<file path="config.mk">
export PLATFORM = sky130hd
export DESIGN_NAME = ppt_tx
export DESIGN_NICKNAME = d
export VERILOG_FILES = /design/src/rtl/ppt_pkg.sv /design/src/rtl/ppt_sched.sv /design/src/rtl/ppt_frame.sv /design/src/rtl/ppt_drive.sv /design/src/rtl/ppt_tx.sv
export SDC_FILE = /design/constraint.sdc
export NUM_CORES = 1
export LEC_CHECK = 0
export BUFFER_PORTS_ARGS = -buffer_cell sky130_fd_sc_hd__buf_2
export CAP_MARGIN = 20
export CORE_ASPECT_RATIO = 1.75
export CORE_MARGIN = 5
export CORE_UTILIZATION = 30
export DETAILED_ROUTE_END_ITERATION = 8
export PLACE_DENSITY = 0.6
export REMOVE_ABC_BUFFERS = 1
export SKIP_CTS_REPAIR_TIMING = 1
export SLEW_MARGIN = 10
export SYNTH_ARGS = -nofsm -noshare
export SYNTH_HDL_FRONTEND = slang
export SYNTH_HIERARCHICAL = 1
export SYNTH_SLANG_ARGS = --single-unit
</file>
<file path="constraint.sdc">
create_clock -name clk -period 3.05 [get_ports clk]
set_input_delay 0.7625 -clock clk [delete_from_list [all_inputs] [get_ports clk]]
set_output_delay 0.7625 -clock clk [all_outputs]
set_load 0.1 [all_outputs]
</file>
<file path="src/rtl/ppt_pkg.sv">
package ppt_pkg;
  typedef enum logic [1:0] {
    MODE_SDR = 2'd0,
    MODE_ILV = 2'd1,
    MODE_DDR = 2'd2
  } mode_e;
endpackage

</file>
<file path="src/rtl/ppt_sched.sv">
module ppt_sched #(
  parameter int DW = 16
) (
  input  logic            clk,
  input  logic            rst,
  input  ppt_pkg::mode_e  mode,
  input  logic            wait_act,
  input  logic [DW-1:0]   a_data,
  input  logic            a_valid,
  output logic            a_ready,
  input  logic [DW-1:0]   b_data,
  input  logic            b_valid,
  output logic            b_ready,
  output logic            fire,
  output logic [DW-1:0]   w_rise,
  output logic [DW-1:0]   w_fall
);
  logic turn_b;

  always_comb begin
    a_ready = 1'b0;
    b_ready = 1'b0;
    fire    = 1'b0;
    w_rise  = a_data;
    w_fall  = a_data;
    case (mode)
      ppt_pkg::MODE_ILV: begin
        a_ready = !wait_act && !turn_b;
        b_ready = !wait_act && turn_b;
        fire    = turn_b ? (b_valid && b_ready) : (a_valid && a_ready);
        w_rise  = turn_b ? b_data : a_data;
        w_fall  = w_rise;
      end
      ppt_pkg::MODE_DDR: begin
        a_ready = !wait_act && a_valid && b_valid;
        b_ready = a_ready;
        fire    = a_ready;
        w_rise  = a_data;
        w_fall  = b_data;
      end
      default: begin
        a_ready = !wait_act;
        fire    = a_valid && a_ready;
      end
    endcase
  end

  always_ff @(posedge clk) begin
    if (rst)
      turn_b <= 1'b0;
    else if (mode == ppt_pkg::MODE_ILV && fire)
      turn_b <= !turn_b;
  end
endmodule

</file>
<file path="src/rtl/ppt_frame.sv">
module ppt_frame #(
  parameter int FRM_W = 8
) (
  input  logic             clk,
  input  logic             rst,
  input  logic             step,
  input  logic [FRM_W-1:0] frame_len,
  output logic             first
);
  logic [FRM_W-1:0] cnt;
  logic             wrap;

  assign wrap  = ({1'b0, cnt} + (FRM_W+1)'(1)) >= {1'b0, frame_len};
  assign first = (cnt == '0);

  always_ff @(posedge clk) begin
    if (rst)
      cnt <= '0;
    else if (step)
      cnt <= wrap ? '0 : cnt + FRM_W'(1);
  end
endmodule

</file>
<file path="src/rtl/ppt_drive.sv">
module ppt_drive #(
  parameter int DW    = 16,
  parameter int MIN_W = 8,
  localparam int WW   = $clog2(DW + 1)
) (
  input  logic          clk,
  input  logic          rst,
  input  logic          fire,
  input  logic          hold,
  input  logic          first,
  input  logic [DW-1:0] w_rise,
  input  logic [DW-1:0] w_fall,
  input  logic [WW-1:0] width,
  input  logic          start_en,
  input  logic          start_pol,
  input  logic          en_en,
  input  logic          en_pol,
  output logic [DW-1:0] q_rise,
  output logic [DW-1:0] q_fall,
  output logic          start_o,
  output logic          en_o
);
  logic [WW-1:0] eff_w;
  logic [DW-1:0] keep;

  always_comb begin
    if (width < WW'(MIN_W))
      eff_w = WW'(MIN_W);
    else if (width > WW'(DW))
      eff_w = WW'(DW);
    else
      eff_w = width;
  end

  for (genvar g = 0; g < DW; g++) begin : g_keep
    assign keep[g] = (eff_w > WW'(g));
  end

  always_ff @(posedge clk) begin
    if (rst) begin
      q_rise  <= '0;
      q_fall  <= '0;
      start_o <= !start_pol;
      en_o    <= !en_pol;
    end else if (!hold) begin
      if (fire) begin
        q_rise  <= w_rise & keep;
        q_fall  <= w_fall & keep;
        en_o    <= en_en ? en_pol : !en_pol;
        start_o <= (start_en && first) ? start_pol : !start_pol;
      end else begin
        en_o    <= !en_pol;
        start_o <= !start_pol;
      end
    end
  end
endmodule

</file>
<file path="src/rtl/ppt_tx.sv">
module ppt_tx #(
  parameter int DW    = 16,
  parameter int FRM_W = 8,
  localparam int WW   = $clog2(DW + 1)
) (
  input  logic             clk,
  input  logic             rst,
  input  logic [1:0]       cfg_mode,
  input  logic [WW-1:0]    cfg_width,
  input  logic [FRM_W-1:0] cfg_frame_len,
  input  logic             cfg_start_en,
  input  logic             cfg_start_pol,
  input  logic             cfg_en_en,
  input  logic             cfg_en_pol,
  input  logic             cfg_wait_en,
  input  logic             cfg_wait_pol,
  input  logic [DW-1:0]    a_data,
  input  logic             a_valid,
  output logic             a_ready,
  input  logic [DW-1:0]    b_data,
  input  logic             b_valid,
  output logic             b_ready,
  input  logic             wait_in,
  output logic [DW-1:0]    q_rise,
  output logic [DW-1:0]    q_fall,
  output logic             start_o,
  output logic             en_o
);
  logic          wait_act;
  logic          fire;
  logic          first;
  logic [DW-1:0] w_rise;
  logic [DW-1:0] w_fall;

  assign wait_act = cfg_wait_en && (wait_in == cfg_wait_pol);

  ppt_sched #(.DW(DW)) u_sched (
    .clk      (clk),
    .rst      (rst),
    .mode     (ppt_pkg::mode_e'(cfg_mode)),
    .wait_act (wait_act),
    .a_data   (a_data),
    .a_valid  (a_valid),
    .a_ready  (a_ready),
    .b_data   (b_data),
    .b_valid  (b_valid),
    .b_ready  (b_ready),
    .fire     (fire),
    .w_rise   (w_rise),
    .w_fall   (w_fall)
  );

  ppt_frame #(.FRM_W(FRM_W)) u_frame (
    .clk       (clk),
    .rst       (rst),
    .step      (fire),
    .frame_len (cfg_frame_len),
    .first     (first)
  );

  ppt_drive #(.DW(DW)) u_drive (
    .clk       (clk),
    .rst       (rst),
    .fire      (fire),
    .hold      (wait_act),
    .first     (first),
    .w_rise    (w_rise),
    .w_fall    (w_fall),
    .width     (cfg_width),
    .start_en  (cfg_start_en),
    .start_pol (cfg_start_pol),
    .en_en     (cfg_en_en),
    .en_pol    (cfg_en_pol),
    .q_rise    (q_rise),
    .q_fall    (q_fall),
    .start_o   (start_o),
    .en_o      (en_o)
  );
endmodule

</file>
==> flow_summary.ini <==
[critical_path]
critPathArrivalTime_ns = 3.05
r2r_end = u_frame/cnt[6]
crit_family = compound AO/OA/AOI/OAI gates
worstPathMaxFanout = 8
crit_buf_inv = 1
critPathSlowestCell = dfxtp_1
path_class = flip-flop to flip-flop
path_cells = ha_1 > and3_4 > xor2_1 > ha_1 > and3_4 > a221o_1 > a31o_4 > nor4b_4 > buf_4 > a22o_1
rr_startpoint = u_frame/cnt[0]
critPathMaxStageDelay_ns = 0.45
cp.required_ns = 3.28
r2r_cells = 10
reg2reg_slack_ns = 0.23
critPathLaunchType = flip-flop
crit_path_end_kind = flip-flop

[cells_and_area]
multi_input_comb_area_mm2 = 0.001519
fin_nets = 450
fillers = 889
area_growth_pct = 28.72
drive_above_1_share = 0.3543
final_cell_mix = 92 x buf_2, 49 x nand2_1, 41 x dfxtp_1
mostFrequentLayoutCell = buf_2
antennaDiodeCount = 0
area.sequential_um2 = 880.8
final_cell_area_mm2 = 0.003281

[outcome]
outcome = finished clean

[power_and_ir_drop]
max-vdd-ir-drop_mv = 0.1944
power_mw = 1.674
p_per_area_mw_per_mm2 = 510.2
leakage_nw = 1.505

[timing]
slew_violations = 0
min_period_over_period = 0.9253
rsz0062_at_grt = false
hold_violations = 0
clock_skew_ns = 0.003520
holdWs_ns = 0.4465
relSlewSlack = 0.4497
setup_ws_ns = 0.2279
fmax_mhz = 354.4
fin_setup_tns_ns = 0
worst-slew-pin-transition_ns = 0.8254
min_period_ns = 2.822
setup_viol = 0

[global_route]
overflow = 0
grtUsageTotal = 0.1395
grt_pass1_vias = 2438
grt_max_degree = 33
grt_pass1_wl_um = 11690
antenna_found_initial = 0

[drt]
postRouteAntennaNets = 0
viasPerCell = 4.946
drtPass1Iterations = 4
drc = 0
first_iter_violations = 81
vias = 2453
avgRoutedWirePerCell_um = 14.83
routed_wl_um = 7354

[cts]
clockBufferDepth = 2
path_clk_slew_ns = 0.06
clk_latency_ns = 0.28
cts_tree = done
cts_htree_levels = 2
cts_num_sinks = 43
numCtsBuffers = 5
root_buffer = clkbuf_16

[worst_hold_path]
min_delay_worst_endpoint = u_drive/q_fall[11]
worstHoldStart = u_drive/q_fall[11]
worst_hold_path.num_cells = 2
worstHoldPathType = flip-flop to flip-flop

[die]
die-width_um = 79.68
rows = 44
start_util = 0.3066
dieArea_mm2 = 0.01051
ios = 94
fp.dieH_um = 131.9
core_area_mm2 = 0.008313

[place]
dpl-instance-area_mm2 = 0.003114
place.port_buffers = 93
place_ws_ns = 0.2143
dp_hpwl_um = 5507
place.gp.congestion = 0.8266

[yosys]
synthFlopType = dfxtp_1
syn_area_per_cell_um2 = 8.819
seq_area_frac_synth = 0.3456
synth_warnings = 6
ys_seq_elements = 43
synth_edf_count = 2
postSynthCellCount = 289
synth_area_mm2 = 0.002549
ys_types = 49
async_flop_share = 0

[job]
cap_viol_max_count = 0
[cells by family (layout without fill, tap and decap cells)]
kind of cell / Yosys count / in the layout / share of synthesized area
multiplexers: 18 / 18 / 0.07904
AO/OA/AOI/OAI: 83 / 83 / 0.2322
adder cells (fa/ha/maj): 12 / 12 / 0.05891
XOR/XNOR: 9 / 9 / 0.03093
buffers and inverters: 28 / 120 / 0.05841
flip-flops: 43 / 43 / 0.3456
AND/OR/NAND/NOR: 96 / 96 / 0.1949
[metrics by stage]
step,utilization,std cells
3_5_place_dp,0.3746,487
4_1_cts,0.3937,495
2_1_floorplan,-,273
5_1_grt,0.3946,496
6_report,0.3946,496
3_3_place_gp,0.3746,487
[worst max path at each step]
stage / to / start / slack (ns) / cells after the start
2_1_floorplan: b_ready / cfg_mode[1] / -1.19 / 4
3_3_place_gp: u_frame/cnt[1] / u_frame/cnt[0] / 0.28 / 9
3_5_place_dp: u_frame/cnt[3] / u_frame/cnt[0] / 0.21 / 9
4_1_cts: u_frame/cnt[6] / u_frame/cnt[0] / 0.17 / 9
5_1_grt: u_frame/cnt[6] / u_frame/cnt[0] / 0.07 / 10
6_report: u_frame/cnt[6] / u_frame/cnt[0] / 0.23 / 10
[cell usage after synthesis, types with 3 or more instances]
master | instances | area [um2]
xnor2_1 | 5 | 43.79
o21ai_0 | 3 | 15.01
xor2_1 | 4 | 35.03
o41ai_1 | 3 | 26.28
a21o_1 | 4 | 30.03
ha_1 | 12 | 150.1
a21oi_1 | 33 | 165.2
dfxtp_1 | 41 | 820.8
buf_6 | 3 | 33.78
nor2b_1 | 4 | 25.02
mux2_2 | 16 | 180.2
buf_2 | 5 | 25.02
o211ai_1 | 6 | 45.04
nand2b_1 | 3 | 18.77
inv_1 | 12 | 45.04
a22o_1 | 23 | 201.4
nand3_1 | 16 | 80.08
clkbuf_1 | 4 | 15.01
nor2_1 | 3 | 11.26
and3_1 | 3 | 18.77
nand2_1 | 49 | 183.9
nand3b_1 | 4 | 30.03
buf_4 | 4 | 30.03
[worst reg2reg max path, cell delays in order (launching register included)]
cell and delay (ns):
dfxtp_1 0.45, ha_1 0.29, and3_4 0.24, xor2_1 0.16, ha_1 0.26, and3_4 0.18, a221o_1 0.33, a31o_4 0.24
nor4b_4 0.27, buf_4 0.20, a22o_1 0.15
[power breakdown]
group          total, mW  internal (mW)  switching [mW]
logic              0.484          0.133           0.351
registers          0.612          0.596          0.0165
clock network      0.578          0.349           0.228
total               1.67           1.08           0.596
[state kept, by name, indices dropped and copies added (netlist names)]
signal,cells
u_frame/cnt,8
u_drive/start_o,1
u_drive/q_fall,16
u_sched/turn_b,1
u_drive/q_rise,16
u_drive/en_o,1
[routing by layer]
metal / global-route usage / wire, um / vias up
li1: - / - / 1226
met1: 0.1395 / 2745 / 1150
met2: 0.2670 / 3977 / 63
met3: 0.03010 / 425 / 14
met4: 0.05736 / 206 / 0
met5: 0 / 0 / -
[final cells by class]
type / instances / area share
multi-input combinational: 218 / 0.4630
sequential: 43 / 0.2685
timing repair buffer: 100 / 0.1625
clock buffer: 7 / 0.04653
tap: 115 / 0.04386
inverter: 12 / 0.01373
clock inverter: 1 / 0.001907
(Power assumes the default switching activity.)
